===== src/rtl/dac_in_pkg.sv =====
// Package: shared helpers for the serial DAC input register.
// Assumes resolutions of at most 32 bits.
package dac_in_pkg;

    // Code loaded by reset and by clear: zero scale, or midscale (MSB only).
    function automatic logic [31:0] clear_code(input int unsigned res_w, input bit mid);
        return mid ? (32'd1 << (res_w - 1)) : 32'd0;
    endfunction

endpackage


===== src/rtl/dac_in_sync.sv =====
// Module: dac_in_sync
// Samples the serial pins on clk and detects serial clock and chip select edges.
// Assumes sclk and cs_n each hold every level for at least two clk cycles.
module dac_in_sync (
    input  logic clk,
    input  logic rst_n,
    input  logic cs_n,
    input  logic sclk,
    input  logic din,
    output logic cs_high,
    output logic cs_rise,
    output logic sclk_rise,
    output logic din_s
);
    logic cs_q1, cs_q2, sclk_q1, sclk_q2;

    // Two-stage sampling of the framing pins and one stage for data.
    always_ff @(posedge clk) begin
        if (!rst_n) begin
            cs_q1   <= 1'b1;
            cs_q2   <= 1'b1;
            sclk_q1 <= 1'b0;
            sclk_q2 <= 1'b0;
            din_s   <= 1'b0;
        end else begin
            cs_q1   <= cs_n;
            cs_q2   <= cs_q1;
            sclk_q1 <= sclk;
            sclk_q2 <= sclk_q1;
            din_s   <= din;
        end
    end

    // Edge decode on the sampled levels.
    always_comb begin
        cs_high   = cs_q1;
        cs_rise   = cs_q1 & ~cs_q2;
        sclk_rise = sclk_q1 & ~sclk_q2;
    end
endmodule


===== src/rtl/dac_in_shift.sv =====
// Module: dac_in_shift
// Shift register plus saturating edge counter for one frame.
// Flags a complete frame (frame_ok, same cycle) or a short one (short_frame, registered).
// Assumes the edge strobes come from dac_in_sync.
module dac_in_shift #(
    parameter int unsigned WORD_W = 16
) (
    input  logic              clk,
    input  logic              rst_n,
    input  logic              cs_high,
    input  logic              cs_rise,
    input  logic              sclk_rise,
    input  logic              din_s,
    output logic [WORD_W-1:0] word,
    output logic              frame_ok,
    output logic              short_frame
);
    localparam int unsigned CNT_W = $clog2(WORD_W + 1);
    localparam logic [CNT_W-1:0] FULL = CNT_W'(WORD_W);

    logic [CNT_W-1:0] cnt;

    // Shift one bit in, MSB first, on each serial clock edge inside a frame.
    always_ff @(posedge clk) begin
        if (!rst_n)
            word <= '0;
        else if (sclk_rise && !cs_high)
            word <= {word[WORD_W-2:0], din_s};
    end

    // Count edges in the open frame; saturate at the word length, clear while idle.
    always_ff @(posedge clk) begin
        if (!rst_n)
            cnt <= '0;
        else if (cs_high)
            cnt <= '0;
        else if (sclk_rise && cnt != FULL)
            cnt <= cnt + 1'b1;
    end

    // Frame close decode: complete frames load, short ones only report.
    always_comb frame_ok = cs_rise && (cnt == FULL);

    // Registered short-frame pulse, aligned with the latch update.
    always_ff @(posedge clk) begin
        if (!rst_n)
            short_frame <= 1'b0;
        else
            short_frame <= cs_rise && (cnt != FULL);
    end

    // the edge counter never passes the word length.
    a_r4_count_bound: assert property (@(posedge clk) disable iff (!rst_n)
        cnt <= FULL);

    // while idle, the counter is back at zero one cycle later.
    a_r3_idle_count_zero: assert property (@(posedge clk) disable iff (!rst_n)
        cs_high |=> (cnt == '0));
endmodule


===== src/rtl/dac_in_latch.sv =====
// Module: dac_in_latch
// DAC data latch: loads the upper RES_W bits of a complete word.
// Cleared asynchronously by clr_n and synchronously by rst_n.
// Assumes load is a single-cycle strobe.
module dac_in_latch #(
    parameter int unsigned WORD_W    = 16,
    parameter int unsigned RES_W     = 16,
    parameter bit          MID_CLEAR = 1'b0
) (
    input  logic              clk,
    input  logic              rst_n,
    input  logic              clr_n,
    input  logic              load,
    input  logic [WORD_W-1:0] word,
    output logic [RES_W-1:0]  dac_code,
    output logic              update
);
    localparam logic [RES_W-1:0] CLR_CODE = RES_W'(dac_in_pkg::clear_code(RES_W, MID_CLEAR));

    // Latch the code; clear wins over everything, then reset, then a load.
    always_ff @(posedge clk or negedge clr_n) begin
        if (!clr_n) begin
            dac_code <= CLR_CODE;
            update   <= 1'b0;
        end else if (!rst_n) begin
            dac_code <= CLR_CODE;
            update   <= 1'b0;
        end else begin
            update <= load;
            if (load)
                dac_code <= word[WORD_W-1 -: RES_W];
        end
    end

    // without an update and with clear inactive, the code holds.
    a_r2_hold_without_update: assert property (@(posedge clk) disable iff (!rst_n)
        (clr_n && $past(clr_n) && !update) |-> $stable(dac_code));

    // while clear is held, the latch shows the clear code.
    a_r7_clear_code: assert property (@(posedge clk) disable iff (!rst_n)
        !clr_n |-> (dac_code == CLR_CODE));

    // leaving reset, the latch holds the clear code.
    a_r1_reset_code: assert property (@(posedge clk) disable iff (!rst_n)
        $rose(rst_n) |-> (dac_code == CLR_CODE));
endmodule


===== src/rtl/dac_serial_front.sv =====
// Module: dac_serial_front
// Top of the serial DAC input register: sampler, shift register and data latch.
// Assumes the serial clock runs at most at a quarter of the clk rate.
module dac_serial_front #(
    parameter int unsigned WORD_W    = 16,
    parameter int unsigned RES_W     = 16,
    parameter bit          MID_CLEAR = 1'b0
) (
    input  logic             clk,
    input  logic             rst_n,
    input  logic             clr_n,
    input  logic             cs_n,
    input  logic             sclk,
    input  logic             din,
    output logic [RES_W-1:0] dac_code,
    output logic             update,
    output logic             short_frame
);
    logic              cs_high, cs_rise, sclk_rise, din_s, frame_ok;
    logic [WORD_W-1:0] word;

    dac_in_sync u_sync (
        .clk(clk), .rst_n(rst_n), .cs_n(cs_n), .sclk(sclk), .din(din),
        .cs_high(cs_high), .cs_rise(cs_rise), .sclk_rise(sclk_rise), .din_s(din_s)
    );

    dac_in_shift #(.WORD_W(WORD_W)) u_shift (
        .clk(clk), .rst_n(rst_n), .cs_high(cs_high), .cs_rise(cs_rise),
        .sclk_rise(sclk_rise), .din_s(din_s), .word(word),
        .frame_ok(frame_ok), .short_frame(short_frame)
    );

    dac_in_latch #(.WORD_W(WORD_W), .RES_W(RES_W), .MID_CLEAR(MID_CLEAR)) u_latch (
        .clk(clk), .rst_n(rst_n), .clr_n(clr_n), .load(frame_ok), .word(word),
        .dac_code(dac_code), .update(update)
    );

    // an update lasts exactly one cycle.
    a_r2_update_single: assert property (@(posedge clk) disable iff (!rst_n)
        update |=> !update);

    // a short frame never coincides with an update.
    a_r5_short_excl: assert property (@(posedge clk) disable iff (!rst_n)
        short_frame |-> !update);

    // no update is reported while clear is held.
    a_r8_clear_blocks_update: assert property (@(posedge clk) disable iff (!rst_n)
        !clr_n |-> !update);
endmodule


===== config.mk =====
export PLATFORM = sky130hd
export DESIGN_NAME = dac_serial_front
export DESIGN_NICKNAME = d
export VERILOG_FILES = /design/src/rtl/dac_in_pkg.sv /design/src/rtl/dac_in_sync.sv /design/src/rtl/dac_in_shift.sv /design/src/rtl/dac_in_latch.sv /design/src/rtl/dac_serial_front.sv
export SDC_FILE = /design/constraint.sdc
export NUM_CORES = 1
export LEC_CHECK = 0
export ABC_CLOCK_PERIOD_IN_PS = 4200
export BUFFER_PORTS_ARGS = -buffer_cell sky130_fd_sc_hd__buf_2
export CORE_ASPECT_RATIO = 0.75
export CORE_UTILIZATION = 60
export CTS_CLUSTER_DIAMETER = 80
export CTS_CLUSTER_SIZE = 8
export DETAILED_ROUTE_END_ITERATION = 6
export PLACE_DENSITY_LB_ADDON = 0.3
export SYNTH_ARGS = -nofsm -noshare
export SYNTH_HDL_FRONTEND = slang
export SYNTH_SLANG_ARGS = --single-unit

===== constraint.sdc =====
create_clock -name clk -period 4.2 [get_ports clk]
set_input_delay 0.42 -clock clk [delete_from_list [all_inputs] [get_ports clk]]
set_output_delay 0.42 -clock clk [all_outputs]
set_load 0.02 [all_outputs]

# Word-level counts from Yosys, hierarchy flattened
# Cells that the tools add are included.
# word_totals
out_inout_bits	18
input_bits	6
elab_cells	28
register_bits	44
# op_classes
bitwise	5
eq_ne	3
addsub	1
n_mux	3
n_reduce_logical	6
# op_table
op	count
$mux W16	2
$add A5 B1 Y5 const B	1
$eq A5 B5 Y1 const B	1
$ne A5 B5 Y1 const B	1
$logic_and A1 B1 Y1	4
$not A1 Y1	3
$and A1 B1 Y1	2
$ne A2 B1 Y1 const B	1
$reduce_or A2 Y1	1
$logic_not A1 Y1	1
$mux W1	1

# Longest topological paths before layout
# logic_depth
word_depth	5
ltp_mapped	7
depth_no_buf	5

# Modules after synthesis
# A second synthesis with hierarchy kept.
# unflattened
hier_cells	168
area_unflattened_um2	1813.0
# modules_own_cells
mod	n_inst	area_each_um2	cells_per_inst	seq_area_each_um2
dac_in_shift	1	940.9	103	440.4
dac_in_latch	1	728.2	53	425.4
dac_in_sync	1	143.9	12	100.1

# Least setup slack after synthesis
# Ideal clock, no wire load.
# synth_timing
kind	register to register
from	register u_shift.cnt[0]
to	register u_latch.dac_code[0]
arrival_ps	1281
setup_ps	79
n_path_buf	2
required_time_ps	4121
setup_slack_ps	2839
stages_incl_launch_ff	8
path_cell_list	dfxtp_1 inv_1 ha_1 nand4bb_1 nor3b_2 buf_6 buf_12 mux2i_1
# synth_between
elab_chain_len	3
# synth_lines
element	line	rtl
start, declared	dac_in_shift.sv:21	logic [CNT_W-1:0] cnt;
start signal, assigned	dac_in_shift.sv:38	cnt <= cnt + 1'b1;
$eq A5 B5 Y1	dac_in_shift.sv:42	always_comb frame_ok = cs_rise && (cnt == FULL);
$logic_and A1 B1 Y1	dac_in_shift.sv:42	
$ne A2 B1 Y1 (no source line)	-	
end signal, assigned	dac_in_latch.sv:31	dac_code <= word[WORD_W-1 -: RES_W];
end, declared	dac_in_latch.sv:15	output logic [RES_W-1:0] dac_code,
# Every way passes these cells.
# A chain may end at the register's enable or synchronous reset.

# Worst setup path after layout
# layout_timing
from	register u_shift.cnt[0]
to	register u_shift.cnt[0]
# layout_between
elab_chain_len	2
elab_cells_between_ends	3
cone_classes	add/sub (1); eq/ne (1); reduce/logical (1)
# layout_lines
element
parallel branches: the longest is 2 deep, another holds $add A5 B1 Y5
# Several ways; the timed one is not identified.

==> impl_results.html <==
<table>
<tr><th>Metric</th><th>Value</th></tr>
<tr><th colspan="2">Run status</th></tr>
<tr><td>Outcome</td><td>finished, final reports clean</td></tr>
<tr><th colspan="2">Timing</th></tr>
<tr><td>Number of setup violations in the final report</td><td>0</td></tr>
<tr><td>Setup repair after global routing missed its margin</td><td>no</td></tr>
<tr><td>Final period utilization</td><td>37.9%</td></tr>
<tr><td>Maximum clock frequency</td><td>0.629 GHz</td></tr>
<tr><td>Final setup skew</td><td>0.0106 ns</td></tr>
<tr><td>Final number of hold-violating endpoints</td><td>0</td></tr>
<tr><td>Worst slew margin relative to its limit</td><td>35.3%</td></tr>
<tr><td>Measured slew at the worst slew-check pin</td><td>0.966 ns</td></tr>
<tr><td>Clock period minus final worst setup slack</td><td>1.59 ns</td></tr>
<tr><td>Total negative slack</td><td>0 ns</td></tr>
<tr><td>Max Slew Vio Count</td><td>0</td></tr>
<tr><th colspan="2">Final layout</th></tr>
<tr><td>Diode insertion count for antenna repair</td><td>0</td></tr>
<tr><td>Most common cell after layout, fill and taps aside</td><td>nand2_1</td></tr>
<tr><td>Sequential cell area</td><td>966 sq um</td></tr>
<tr><td>Fin nets</td><td>216</td></tr>
<tr><td>Multi-input gate area</td><td>754 sq um</td></tr>
<tr><td>Fillcell total</td><td>215</td></tr>
<tr><td>Fraction of final layout cells sized beyond drive strength 1</td><td>15.3%</td></tr>
<tr><td>Highest-count cells in the layout ignoring fill and taps</td><td>67 x nand2_1, 27 x dfxtp_1, 23 x buf_2</td></tr>
<tr><td>Area delta synth-&gt;final</td><td>10.0%</td></tr>
<tr><td>Number of non-filler instances in the completed layout</td><td>245</td></tr>
<tr><td>Largest registers in the final layout</td><td>u_latch.dac_code: 16 flops, u_shift.word: 16 flops, u_shift.cnt: 5 flops</td></tr>
<tr><th colspan="2">Hold path</th></tr>
<tr><td>Type of the tightest min-delay check</td><td>input pin to async pin</td></tr>
<tr><th colspan="2">GRT</th></tr>
<tr><td>Overall global routing resource usage</td><td>23.8%</td></tr>
<tr><td>Via count of the first global-routing pass</td><td>1,239</td></tr>
<tr><td>Global-route wire length before repair</td><td>5620 um</td></tr>
<tr><td>Maximum number of pins on one net before global-route repair</td><td>55</td></tr>
<tr><td>Total congestion overflow after global routing</td><td>0</td></tr>
<tr><td>Antenna violations before repair</td><td>0</td></tr>
<tr><th colspan="2">Synth</th></tr>
<tr><td>Share of synthesized area occupied by flip-flops and latches</td><td>53.6%</td></tr>
<tr><td>Post-Syn Area</td><td>0.00180 sq mm</td></tr>
<tr><td>Mean post-synth cell area</td><td>9.58 sq um</td></tr>
<tr><td>Ys async rst share</td><td>38.6%</td></tr>
<tr><td>Nets in the synthesized netlist</td><td>196</td></tr>
<tr><td>Synthesis Warnings</td><td>0</td></tr>
<tr><td>Synth Register Bits</td><td>44</td></tr>
<tr><td>Post-synthesis cell count</td><td>188</td></tr>
<tr><td>Library cells used by synthesis</td><td>26</td></tr>
<tr><td>Most used flip-flop cell after synthesis</td><td>dfxtp_1</td></tr>
<tr><td>Number of enable flip-flop cells after synthesis</td><td>0</td></tr>
<tr><th colspan="2">Floorplanning</th></tr>
<tr><td>Height of the chip</td><td>49.4 um</td></tr>
<tr><td>Horizontal die dimension</td><td>65.3 um</td></tr>
<tr><td>Starting density of the core</td><td>66.1%</td></tr>
<tr><td>Row Count</td><td>16</td></tr>
<tr><td>I/O pin count</td><td>24</td></tr>
<tr><td>Die Footprint</td><td>0.00323 sq mm</td></tr>
<tr><td>CORE AREA</td><td>0.00272 sq mm</td></tr>
<tr><th colspan="2">Clock tree</th></tr>
<tr><td>CTS H-Tree Depth</td><td>2</td></tr>
<tr><td>Cts bufs inserted</td><td>5</td></tr>
<tr><td>Number of buffers on the longest clock path</td><td>2</td></tr>
<tr><td>Later-pin clock latency in the skew report</td><td>0.30 ns</td></tr>
<tr><td>Clock-pin slew on the worst setup and hold paths</td><td>0.08 ns</td></tr>
<tr><td>Number of buffers inserted for hold repair after clock tree synthesis</td><td>0</td></tr>
<tr><td>Setup repair bufs after CTS</td><td>0</td></tr>
<tr><td>Clock root buffer</td><td>clkbuf_8</td></tr>
<tr><td>CTS tree</td><td>done</td></tr>
<tr><td>Number of sinks driven by the clock tree</td><td>44</td></tr>
<tr><td>Count of cells resized by post-cts repair</td><td>0</td></tr>
<tr><th colspan="2">Critical path</th></tr>
<tr><td>Maximum cell stage delay along the critical path</td><td>0.41 ns</td></tr>
<tr><td>Worst endpoint data arrival time</td><td>1.81 ns</td></tr>
<tr><td>Worst endpoint required time</td><td>4.42 ns</td></tr>
<tr><td>Slowest cell on the critical path</td><td>dfxtp_1</td></tr>
<tr><td>Sum of buffers and inverters on the critical path</td><td>1</td></tr>
<tr><td>CP delay by family, top</td><td>simple AND/OR/NAND/NOR gates</td></tr>
<tr><td>Critical Path End Type</td><td>register</td></tr>
<tr><td>Cells along the critical path</td><td>inv_1 &gt; ha_1 &gt; and4bb_1 &gt; or3_1 &gt; a21oi_1</td></tr>
<tr><td>Worst Setup Path Type</td><td>register to register</td></tr>
<tr><td>Critical-path maximum fanout</td><td>6</td></tr>
<tr><td>Reg2reg setup slack</td><td>2.61 ns</td></tr>
<tr><td>Sort of element at the start of the critical path</td><td>register</td></tr>
<tr><th colspan="2">Power and ir drop</th></tr>
<tr><td>Total design power</td><td>696 uW</td></tr>
<tr><td>Max VDD drop</td><td>255 uV</td></tr>
<tr><td>Static leakage</td><td>0.784 nW</td></tr>
<tr><td>Power density over the cells</td><td>351 mW/mm^2</td></tr>
<tr><th colspan="2">Routing</th></tr>
<tr><td>Via density per instance</td><td>5.39</td></tr>
<tr><td>DRC violation count after routing</td><td>0</td></tr>
<tr><td>Routed Antenna Nets</td><td>0</td></tr>
<tr><td>Via count</td><td>1,321</td></tr>
<tr><td>Average wire per cell in the routed design</td><td>13.5 um</td></tr>
<tr><td>Number of DRC markers after the initial detailed-route iteration</td><td>73</td></tr>
<tr><td>Aggregate routed wire length</td><td>3300 um</td></tr>
<tr><td>Drt first pass iters</td><td>4</td></tr>
<tr><th colspan="2">Flow run</th></tr>
<tr><td>Max cap viols</td><td>0</td></tr>
<tr><th colspan="2">Placed design</th></tr>
<tr><td>Cell count after placement</td><td>237</td></tr>
<tr><td>Port Buffers</td><td>23</td></tr>
<tr><td>GP Congestion</td><td>0.799</td></tr>
<tr><td>HPWL after detailed placement</td><td>2250 um</td></tr>
</table>
[through the flow]
stage / setup slack, ns / utilization (%) / hold WS, ns / area, sq um
3_3_place_gp: 2.60 / 69.8 / 0.349 / 1900
2_1_floorplan: 2.84 / - / 0.124 / 1800
3_5_place_dp: 2.53 / 69.8 / 0.362 / 1900
4_1_cts: 2.61 / 72.7 / 0.0407 / 1980
5_1_grt: 2.49 / 72.7 / 0.0496 / 1980
6_report: 2.61 / 72.7 / 0.0306 / 1980
[synth_stat cells (2+ instances only)]
cell | number | area [sq um]
and2_1 | 3 | 18.8
ha_1 | 2 | 25.0
clkbuf_1 | 6 | 22.5
nand2b_1 | 2 | 12.5
o21ai_0 | 3 | 15.0
nor3b_2 | 2 | 25.0
dfxtp_1 | 27 | 541
or3_1 | 4 | 25.0
a21boi_1 | 16 | 120
mux2i_1 | 16 | 160
a21oi_1 | 4 | 20.0
dfrtp_1 | 17 | 425
nand2_1 | 67 | 251
inv_1 | 3 | 11.3
buf_2 | 3 | 15.0
nand3b_1 | 2 | 15.0
nor2_1 | 2 | 7.51
[report_power, final]
| part | total [mW] | switching, mW | internal, mW |
|---|---|---|---|
| registers | 0.425 | 0.00264 | 0.422 |
| clock network | 0.249 | 0.132 | 0.117 |
| logic | 0.0219 | 0.0148 | 0.00709 |
[final cells by class]
class | instances | area share, %
Clock buffer | 7 | 3.85
Clock inverter | 1 | 0.253
Inverter | 3 | 0.569
Multi-Input combinational cell | 130 | 38.1
Sequential cell | 44 | 48.8
Tap cell | 36 | 2.27
Timing Repair Buffer | 24 | 6.19
[worst paths after layout]
check / start / end / cells past startpoint
min: clr_n / u_latch.dac_code[15] / 1
max in group asynchronous: clr_n / u_latch.dac_code[4] / 1
min in group clk: sclk / u_sync.sclk_q1 / 2
min reg2reg: u_sync.din_s / u_shift.word[0] / 2
max: u_shift.cnt[0] / u_shift.cnt[0] / 5
max reg2reg: u_shift.cnt[0] / u_shift.cnt[0] / 5
[metal layers]
layer | part of all wire [%] | vias up | global-route usage (%)
met5 | 0 | - | 0
met4 | 0.79 | 0 | 8.70
met3 | 5.6 | 2 | 8.41
met2 | 47 | 32 | 36.8
met1 | 47 | 632 | 30.8
li1 | - | 655 | -
[cell families (layout without fill, tap and decap cells)]
kind of cell,after synthesis,after routing,share of synthesized area (%)
AND/OR/NAND/NOR,87,87,22.2
flip-flops,44,44,53.6
AO/OA/AOI/OAI,25,25,9.45
multiplexers,16,16,8.89
buffers and inverters,14,35,4.45
adder cells (fa/ha/maj),2,2,1.39
Power figures use the tool's default switching activity.
